File: src/rtl/ethtx_pkg.sv
package ethtx_pkg;

    typedef struct packed {
        logic [47:0] dmac;
        logic [15:0] etype;
        logic [31:0] dip;
        logic [15:0] dport;
        logic        ip_en;
        logic        strm_en;
    } port_ent_t;

    typedef enum logic [1:0] {
        ST_IDLE = 2'd0,
        ST_PAY  = 2'd1,
        ST_HDR  = 2'd2
    } phase_e;

    typedef struct packed {
        port_ent_t   ent;
        logic [47:0] smac;
        logic [31:0] sip;
        logic [15:0] sport;
        logic [15:0] totlen;
        logic [15:0] udplen;
        logic [15:0] paylen;
        logic [15:0] csum;
        logic [3:0]  seq;
        logic [7:0]  port;
    } hdr_fields_t;

    // End-around-carry sum of the fixed IPv4 words plus the variable ones, inverted.
    function automatic logic [15:0] ip_csum(input logic [15:0] totlen,
                                            input logic [31:0] sip,
                                            input logic [31:0] dip);
        logic [19:0] s;
        s = 20'h04500 + 20'(totlen) + 20'h04000 + 20'h04011
          + 20'(sip[31:16]) + 20'(sip[15:0]) + 20'(dip[31:16]) + 20'(dip[15:0]);
        s = 20'(s[15:0]) + 20'(s[19:16]);
        s = 20'(s[15:0]) + 20'(s[19:16]);
        return ~s[15:0];
    endfunction

    // Byte idx of the header built from f; layout depends on the two switches.
    function automatic logic [7:0] hdr_byte(input logic [5:0] idx, input hdr_fields_t f);
        logic [111:0] eth;
        logic [223:0] ipu;
        logic [31:0]  pre;
        logic [5:0]   r;
        eth = {f.ent.dmac, f.smac, f.ent.etype};
        ipu = {16'h4500, f.totlen, 16'h0000, 16'h4000, 8'h40, 8'h11, f.csum,
               f.sip, f.ent.dip, f.sport, f.ent.dport, f.udplen, 16'h0000};
        pre = {4'h1, f.seq, f.port, f.paylen};
        if (idx < 6'd14) begin
            eth = eth << (8 * idx);
            return eth[111:104];
        end
        r = idx - 6'd14;
        if (f.ent.ip_en) begin
            if (r < 6'd28) begin
                ipu = ipu << (8 * r);
                return ipu[223:216];
            end
            r = r - 6'd28;
        end
        pre = pre << (8 * r);
        return pre[31:24];
    endfunction

endpackage

File: src/rtl/ethtx_port_table.sv
module ethtx_port_table
    import ethtx_pkg::*;
#(
    parameter int PORTS = 8,
    localparam int PW = $clog2(PORTS)
) (
    input  logic          clk,
    input  logic          rst_n,
    input  logic          wr_en,
    input  logic [PW-1:0] wr_idx,
    input  port_ent_t     wr_ent,
    input  logic [PW-1:0] rd_idx,
    output port_ent_t     rd_ent
);

    port_ent_t ent_q [PORTS];

    // One register per port; a write touches only its own entry.
    for (genvar g = 0; g < PORTS; g++) begin : g_ent
        port_ent_t ent_d;
        always_comb begin
            ent_d = ent_q[g];
            if (wr_en && (wr_idx == PW'(g))) ent_d = wr_ent;
        end
        always_ff @(posedge clk) begin
            if (!rst_n) ent_q[g] <= '0;
            else        ent_q[g] <= ent_d;
        end
    end

    assign rd_ent = ent_q[rd_idx];

endmodule

File: src/rtl/ethtx_slot_ctrl.sv
module ethtx_slot_ctrl #(
    parameter int NUM_SLOTS = 4,
    parameter int CMD_DEPTH = 4,
    localparam int SIW = $clog2(NUM_SLOTS),
    localparam int FRW = $clog2(NUM_SLOTS + 1),
    localparam int FW  = $clog2(CMD_DEPTH),
    localparam int CW  = $clog2(CMD_DEPTH + 1)
) (
    input  logic           clk,
    input  logic           rst_n,
    input  logic           alloc_i,
    input  logic           release_i,
    input  logic           push_i,
    input  logic [31:0]    push_word_i,
    input  logic           pop_i,
    output logic           avail_o,
    output logic [SIW-1:0] slot_o,
    output logic           cmd_valid_o,
    output logic [31:0]    cmd_word_o
);

    localparam logic [FRW-1:0] FREE_MAX  = FRW'(NUM_SLOTS);
    localparam logic [SIW-1:0] SLOT_LAST = SIW'(NUM_SLOTS - 1);
    localparam logic [FW-1:0]  PTR_LAST  = FW'(CMD_DEPTH - 1);
    localparam logic [CW-1:0]  CNT_MAX   = CW'(CMD_DEPTH);

    typedef struct packed {
        logic [FRW-1:0]                free;
        logic [SIW-1:0]                nxt;
        logic [FW-1:0]                 wp;
        logic [FW-1:0]                 rp;
        logic [CW-1:0]                 cnt;
        logic [CMD_DEPTH-1:0][31:0]    mem;
    } sc_t;

    sc_t q, d;
    logic do_pop;

    always_comb begin
        d      = q;
        do_pop = pop_i && (q.cnt != '0);   // empty pop ignored

        // slot accounting: taken at packet start, returned in issue order
        if (alloc_i && !release_i) d.free = q.free - 1'b1;
        else if (release_i && !alloc_i && (q.free != FREE_MAX)) d.free = q.free + 1'b1;
        if (alloc_i) d.nxt = (q.nxt == SLOT_LAST) ? '0 : q.nxt + 1'b1;

        if (push_i) begin
            d.mem[q.wp] = push_word_i;
            d.wp = (q.wp == PTR_LAST) ? '0 : q.wp + 1'b1;
        end
        if (do_pop) d.rp = (q.rp == PTR_LAST) ? '0 : q.rp + 1'b1;
        if (push_i && !do_pop)      d.cnt = q.cnt + 1'b1;
        else if (do_pop && !push_i) d.cnt = q.cnt - 1'b1;
    end

    always_ff @(posedge clk) begin
        if (!rst_n) begin
            q      <= '0;
            q.free <= FREE_MAX;
        end else begin
            q <= d;
        end
    end

    assign avail_o     = (q.free != '0) && (q.cnt != CNT_MAX);
    assign slot_o      = q.nxt;
    assign cmd_valid_o = (q.cnt != '0);
    assign cmd_word_o  = q.mem[q.rp];

endmodule

File: src/rtl/ethtx_hdrgen.sv
module ethtx_hdrgen
    import ethtx_pkg::*;
#(
    parameter int PORTS      = 8,
    parameter int NUM_SLOTS  = 4,
    parameter int CMD_DEPTH  = 4,
    parameter int SLOT_BYTES = 2048,
    parameter int MAX_FRAME  = 1514,
    localparam int PW  = $clog2(PORTS),
    localparam int SIW = $clog2(NUM_SLOTS),
    localparam int SBW = $clog2(SLOT_BYTES),
    localparam int AW  = SIW + SBW
) (
    input  logic          clk,
    input  logic          rst_n,
    input  logic [47:0]   cfg_src_mac,
    input  logic [31:0]   cfg_src_ip,
    input  logic [15:0]   cfg_src_udp,
    input  logic          tbl_we,
    input  logic [PW-1:0] tbl_idx,
    input  logic [47:0]   tbl_dmac,
    input  logic [15:0]   tbl_etype,
    input  logic [31:0]   tbl_dip,
    input  logic [15:0]   tbl_dport,
    input  logic          tbl_ip_en,
    input  logic          tbl_strm_en,
    input  logic          in_valid,
    output logic          in_ready,
    input  logic [7:0]    in_data,
    input  logic [PW-1:0] in_port,
    input  logic          in_last,
    output logic          buf_we,
    output logic [AW-1:0] buf_addr,
    output logic [7:0]    buf_wdata,
    output logic          cmd_valid,
    output logic [31:0]   cmd_word,
    input  logic          cmd_pop,
    input  logic          slot_release,
    output logic          irq
);

    localparam logic [13:0] MAXF = 14'(MAX_FRAME);

    typedef struct packed {
        phase_e         ph;
        port_ent_t      ent;
        logic [7:0]     port;
        logic [SIW-1:0] slot;
        logic [5:0]     hlen;
        logic [13:0]    pcnt;
        logic [5:0]     hidx;
        logic [3:0]     seq;
        logic           we;
        logic [AW-1:0]  addr;
        logic [7:0]     data;
        logic           irq;
    } st_t;

    st_t q, d;

    port_ent_t      wr_ent, rd_ent;
    logic           avail, alloc, push;
    logic [SIW-1:0] free_slot;
    logic [31:0]    push_word;
    logic           rdy_c;
    hdr_fields_t    f;
    logic [13:0]    pos;
    logic [5:0]     new_hlen;
    logic [15:0]    pre_len;
    logic [AW-1:0]  base;

    assign wr_ent = '{dmac: tbl_dmac, etype: tbl_etype, dip: tbl_dip,
                      dport: tbl_dport, ip_en: tbl_ip_en, strm_en: tbl_strm_en};

    ethtx_port_table #(.PORTS(PORTS)) u_tbl (
        .clk    (clk),
        .rst_n  (rst_n),
        .wr_en  (tbl_we),
        .wr_idx (tbl_idx),
        .wr_ent (wr_ent),
        .rd_idx (in_port),
        .rd_ent (rd_ent)
    );

    ethtx_slot_ctrl #(.NUM_SLOTS(NUM_SLOTS), .CMD_DEPTH(CMD_DEPTH)) u_slots (
        .clk         (clk),
        .rst_n       (rst_n),
        .alloc_i     (alloc),
        .release_i   (slot_release),
        .push_i      (push),
        .push_word_i (push_word),
        .pop_i       (cmd_pop),
        .avail_o     (avail),
        .slot_o      (free_slot),
        .cmd_valid_o (cmd_valid),
        .cmd_word_o  (cmd_word)
    );

    // Header fields from the latched entry and the kept payload count
    always_comb begin
        pre_len  = q.ent.strm_en ? 16'd4 : 16'd0;
        f.ent    = q.ent;
        f.smac   = cfg_src_mac;
        f.sip    = cfg_src_ip;
        f.sport  = cfg_src_udp;
        f.totlen = 16'd28 + pre_len + 16'(q.pcnt);
        f.udplen = 16'd8 + pre_len + 16'(q.pcnt);
        f.paylen = 16'(q.pcnt);
        f.csum   = ip_csum(f.totlen, cfg_src_ip, q.ent.dip);
        f.seq    = q.seq;
        f.port   = q.port;
    end

    assign new_hlen  = 6'd14 + (rd_ent.ip_en ? 6'd28 : 6'd0) + (rd_ent.strm_en ? 6'd4 : 6'd0);
    assign pos       = 14'(q.hlen) + q.pcnt;
    assign base      = {q.slot, {SBW{1'b0}}};
    assign push_word = {2'b00, pos, 16'(base)};

    always_comb begin
        d      = q;
        d.we   = 1'b0;
        d.irq  = 1'b0;
        alloc  = 1'b0;
        push   = 1'b0;
        rdy_c  = 1'b0;
        unique case (q.ph)
            ST_IDLE: begin
                rdy_c = avail;
                if (in_valid && avail) begin
                    alloc  = 1'b1;
                    d.ent  = rd_ent;
                    d.port = 8'(in_port);
                    d.slot = free_slot;
                    d.hlen = new_hlen;
                    d.we   = 1'b1;
                    d.addr = {free_slot, SBW'(new_hlen)};
                    d.data = in_data;
                    d.pcnt = 14'd1;
                    d.hidx = '0;
                    d.ph   = in_last ? ST_HDR : ST_PAY;
                end
            end
            ST_PAY: begin
                rdy_c = 1'b1;
                if (in_valid) begin
                    if (pos < MAXF) begin
                        d.we   = 1'b1;
                        d.addr = {q.slot, SBW'(pos)};
                        d.data = in_data;
                        d.pcnt = q.pcnt + 14'd1;
                    end
                    if (in_last) d.ph = ST_HDR;
                end
            end
            ST_HDR: begin
                d.we   = 1'b1;
                d.addr = {q.slot, SBW'(q.hidx)};
                d.data = hdr_byte(q.hidx, f);
                d.hidx = q.hidx + 6'd1;
                if (q.hidx == (q.hlen - 6'd1)) begin
                    push  = 1'b1;
                    d.irq = 1'b1;
                    d.ph  = ST_IDLE;
                    if (q.ent.strm_en) d.seq = q.seq + 4'd1;
                end
            end
            default: d.ph = ST_IDLE;
        endcase
    end

    always_ff @(posedge clk) begin
        if (!rst_n) q <= '0;
        else        q <= d;
    end

    assign in_ready  = rdy_c;
    assign buf_we    = q.we;
    assign buf_addr  = q.addr;
    assign buf_wdata = q.data;
    assign irq       = q.irq;

endmodule

File: config.mk
export PLATFORM = sky130hd
export DESIGN_NAME = ethtx_hdrgen
export DESIGN_NICKNAME = d
export VERILOG_FILES = /design/src/rtl/ethtx_pkg.sv /design/src/rtl/ethtx_port_table.sv /design/src/rtl/ethtx_slot_ctrl.sv /design/src/rtl/ethtx_hdrgen.sv
export SDC_FILE = /design/constraint.sdc
export NUM_CORES = 2
export LEC_CHECK = 0
export ABC_AREA = 1
export BUFFER_PORTS_ARGS = -buffer_cell sky130_fd_sc_hd__buf_2
export CORE_MARGIN = 1
export CORE_UTILIZATION = 55
export CTS_CLUSTER_SIZE = 10
export DETAILED_ROUTE_END_ITERATION = 8
export PLACE_DENSITY = 0.8
export SYNTH_ARGS = -nofsm -noshare
export SYNTH_HDL_FRONTEND = slang
export SYNTH_SLANG_ARGS = --single-unit
File: constraint.sdc
create_clock -name clk -period 30.9 [get_ports clk]
set_input_delay 6.18 -clock clk [delete_from_list [all_inputs] [get_ports clk]]
set_output_delay 6.18 -clock clk [all_outputs]
set_load 0.01 [all_outputs]
==> flow_summary.yaml <==
outcome:
  outcome: "complete, but fails checks"
  violations: "DRC"
timing:
  tns_ns: 0
  layout_min_cycle_time_ns: 13.29
  final_min_period_over_clock_period_pct: 43.0
  slew_headroom_pct: 18.1
  tightestPinTransition_ns: 1.23
  setup_viol: 0
  drv_slew: 0
  rsz0062_at_grt: "no"
  max_freq_mhz: 75.2
  hold_violations: 0
  skew_ns: 0.0241
setup_path:
  cp.depth: 48
  cp-start-kind: "primary input"
  path_max_fanout: 5
  cp.arrival_ns: 13.94
  end_kind: "flip-flop"
  crit_slowest_cell: "fa_1"
  slowest_delay_ns: 0.53
  critPathMostFrequentCell: "nand2_1"
  worst_r2r_path_depth: 54
  crit_buf_inv: 6
  critical_path_required_ns: 31.55
  path_delay_family: "simple AND/OR/NAND/NOR gates"
  path_class: "in -> reg"
clock_network:
  cts_tree: "built"
  clk_path_buf_depth: 3
  clk_pin_slew_ns: 0.05
  clock_sinks: 1160
  ctsHtreeMaxLevel: 4
  hold_buffers: 0
  insertion_delay_ns: 0.76
  cts_root_buf: "clkbuf_16"
  ctsResizeCount: 0
  cts_buffers: 136
  postCtsSetupRepairBufs: 0
route:
  drc_errors: 3
  drt_iter0_markers: 6543
  dr.pass1.iters: 9
  wl_per_cell_um: 23.4
  wl_um: 176000
  ant_nets: 0
  vias: 46527
  via_per_inst: 6.19
pwr:
  sequentialPowerShare_pct: 39.7
  p_per_area_nw_per_um2: 78.3
  swShare_pct: 35.6
  combPwrFrac_pct: 29.4
  p_total_w: 0.00482
  clockPowerShare_pct: 31.0
  peakVddDrop_mv: 0.0562
  p_switching_w: 0.00172
  p_leak_nw: 24.1
  p_int_w: 0.00310
place:
  io_buffers: 271
  dpl.hpwl_um: 100000
  gp_congestion: 0.994
synthesis:
  synth_top_flop_cell: "edfxtp_1"
  synth_compound_area_share_pct: 14.1
  ys_ff_latch: 1160
  yosys_warnings: 0
  synth_top_family_by_area: "simple AND/OR/NAND/NOR gates"
  yosysSeqAreaShare_pct: 58.3
  synth_mux_area_share_pct: 0
  async_flop_share_pct: 0
  synth_edf_count: 912
  syn_inst: 6070
  yosys.area_share.adder_pct: 3.39
  yosys-top-cells-count: "nor2_1, edfxtp_1, nand2_1"
  avgSynthCellArea_sq_um: 9.14
  synth_top_cell_by_area: "edfxtp_1"
  yosys.area_share.simple_pct: 17.6
  synthMostInstantiatedCell: "nor2_1"
  synthTopCellsByArea: "edfxtp_1, nor2_1, dfxtp_1"
  post-synth-top-area-fraction_pct: 49.3
  synthXorXnorAreaFrac_pct: 0.733
  syn_area_sq_um: 55500
  synthDistinctLibCells: 64
die:
  num_io_pins: 288
  core_area_sq_um: 100000
  start_util_pct: 55.5
  die-area_sq_um: 102000
  die_w_um: 320
  rows: 116
  die_h_um: 320
hold_path:
  hold_path_depth: 2
  hp-class: "reg -> reg"
grt:
  grt_pass1_wl_um: 262000
  grt_usage_pct: 33.8
  antenna_found_initial: 11
  first_global_vias: 44301
  grt_overflow: 0
  grt_max_degree: 199
layout:
  drive_gt1_share_pct: 9.17
  nFillCells: 8018
  nNetsFinal: 6466
  area_growth_pct: 10.8
flow_run:
  drv_cap: 0
## power groups by stage
stage | registers [W] | logic, W | clock network (W)
after floorplan | 0.00191 | 0.000992 | 0
after global placement | 0.00193 | 0.00137 | 0
after detailed placement | 0.00194 | 0.00138 | 0
after CTS | 0.00191 | 0.00139 | 0.00149
after global routing | 0.00192 | 0.00157 | 0.00156
final | 0.00191 | 0.00141 | 0.00149
## tightest hold or removal path, cell delays in order, from the launching register on
cell	delay (ns)
dfxtp_1	0.31
nand2_1	0.06
a21oi_1	0.05
## cell usage in the layout, fill, tap and decap left out, types with 67 or more instances in the layout
master     netlist  layout
nor2_1        1548    1545
edfxtp_1       912     912
o21ai_0        765     764
nand2_1        767     760
inv_1          366     364
a21oi_1        288     288
buf_2           14     267
dfxtp_1        248     247
o22ai_1        143     143
clkbuf_16        0     136
a31oi_1        125     125
nand3_1        114     106
clkbuf_1       362      78
ha_1            67      67
## flip-flops by register name, summed over array words and instances, names as in the netlist
| register | flops |
|---|---|
| base | 2 |
| irq | 1 |
| buf_wdata | 8 |
| buf_addr | 13 |
| q | 12 |
| u_slots.slot_o | 2 |
| u_slots.q | 74 |
| buf_we | 1 |
| u_tbl.ent_q | 912 |
| f | 135 |
## per-layer routing
layer	vias up	part of all wire (%)	routed length [um]	GRT usage, %
li1	20652	-	-	-
met1	21883	36	62700	43.4
met2	3394	46	80400	53.4
met3	582	13	23600	8.05
met4	16	5.1	8900	17.6
met5	-	0.064	113	0
## stage by stage
step	hold WS (ns)	instances	setup slack (ns)	instance area, sq um	utilization [%]
after CTS	0.464	7512	17.71	61500	61.5
after global placement	0.449	7276	16.99	57400	57.4
final	0.461	7515	17.61	61500	61.5
after floorplan	0.439	6085	15.94	55600	-
after global routing	0.476	7514	16.92	61500	61.5
after detailed placement	0.456	7276	16.94	57400	57.4
## worst paths after layout
check	from	end	slack [ns]
hold reg to reg	buf_addr[7]	buf_addr[7]	0.46
setup / recovery	cfg_src_ip[2]	buf_wdata[4]	17.61
hold / removal	buf_addr[7]	buf_addr[7]	0.46
setup reg to reg	f[30]	buf_wdata[4]	20.83
## logic make-up after synthesis
group,Yosys count
buf+inv,825
flops,1160
xor+xnor,43
compound gates,1428
simple gates,2494
other cells,1
fa+ha+maj,119
## area by class of cell
cell class                      instances  area (sq um)  area share (%)
Sequential cell                      1160         32400            52.6
Multi-Input combinational cell       4100         20100            32.7
Clock buffer                          217          3740            6.08
Timing Repair Buffer                  332          1860            3.02
Tap cell                             1298          1620            2.64
Inverter                              386          1480            2.41
Clock inverter                         19           342           0.555
Antenna cell                            3          7.51          0.0122
(Power assumes the default switching activity.)
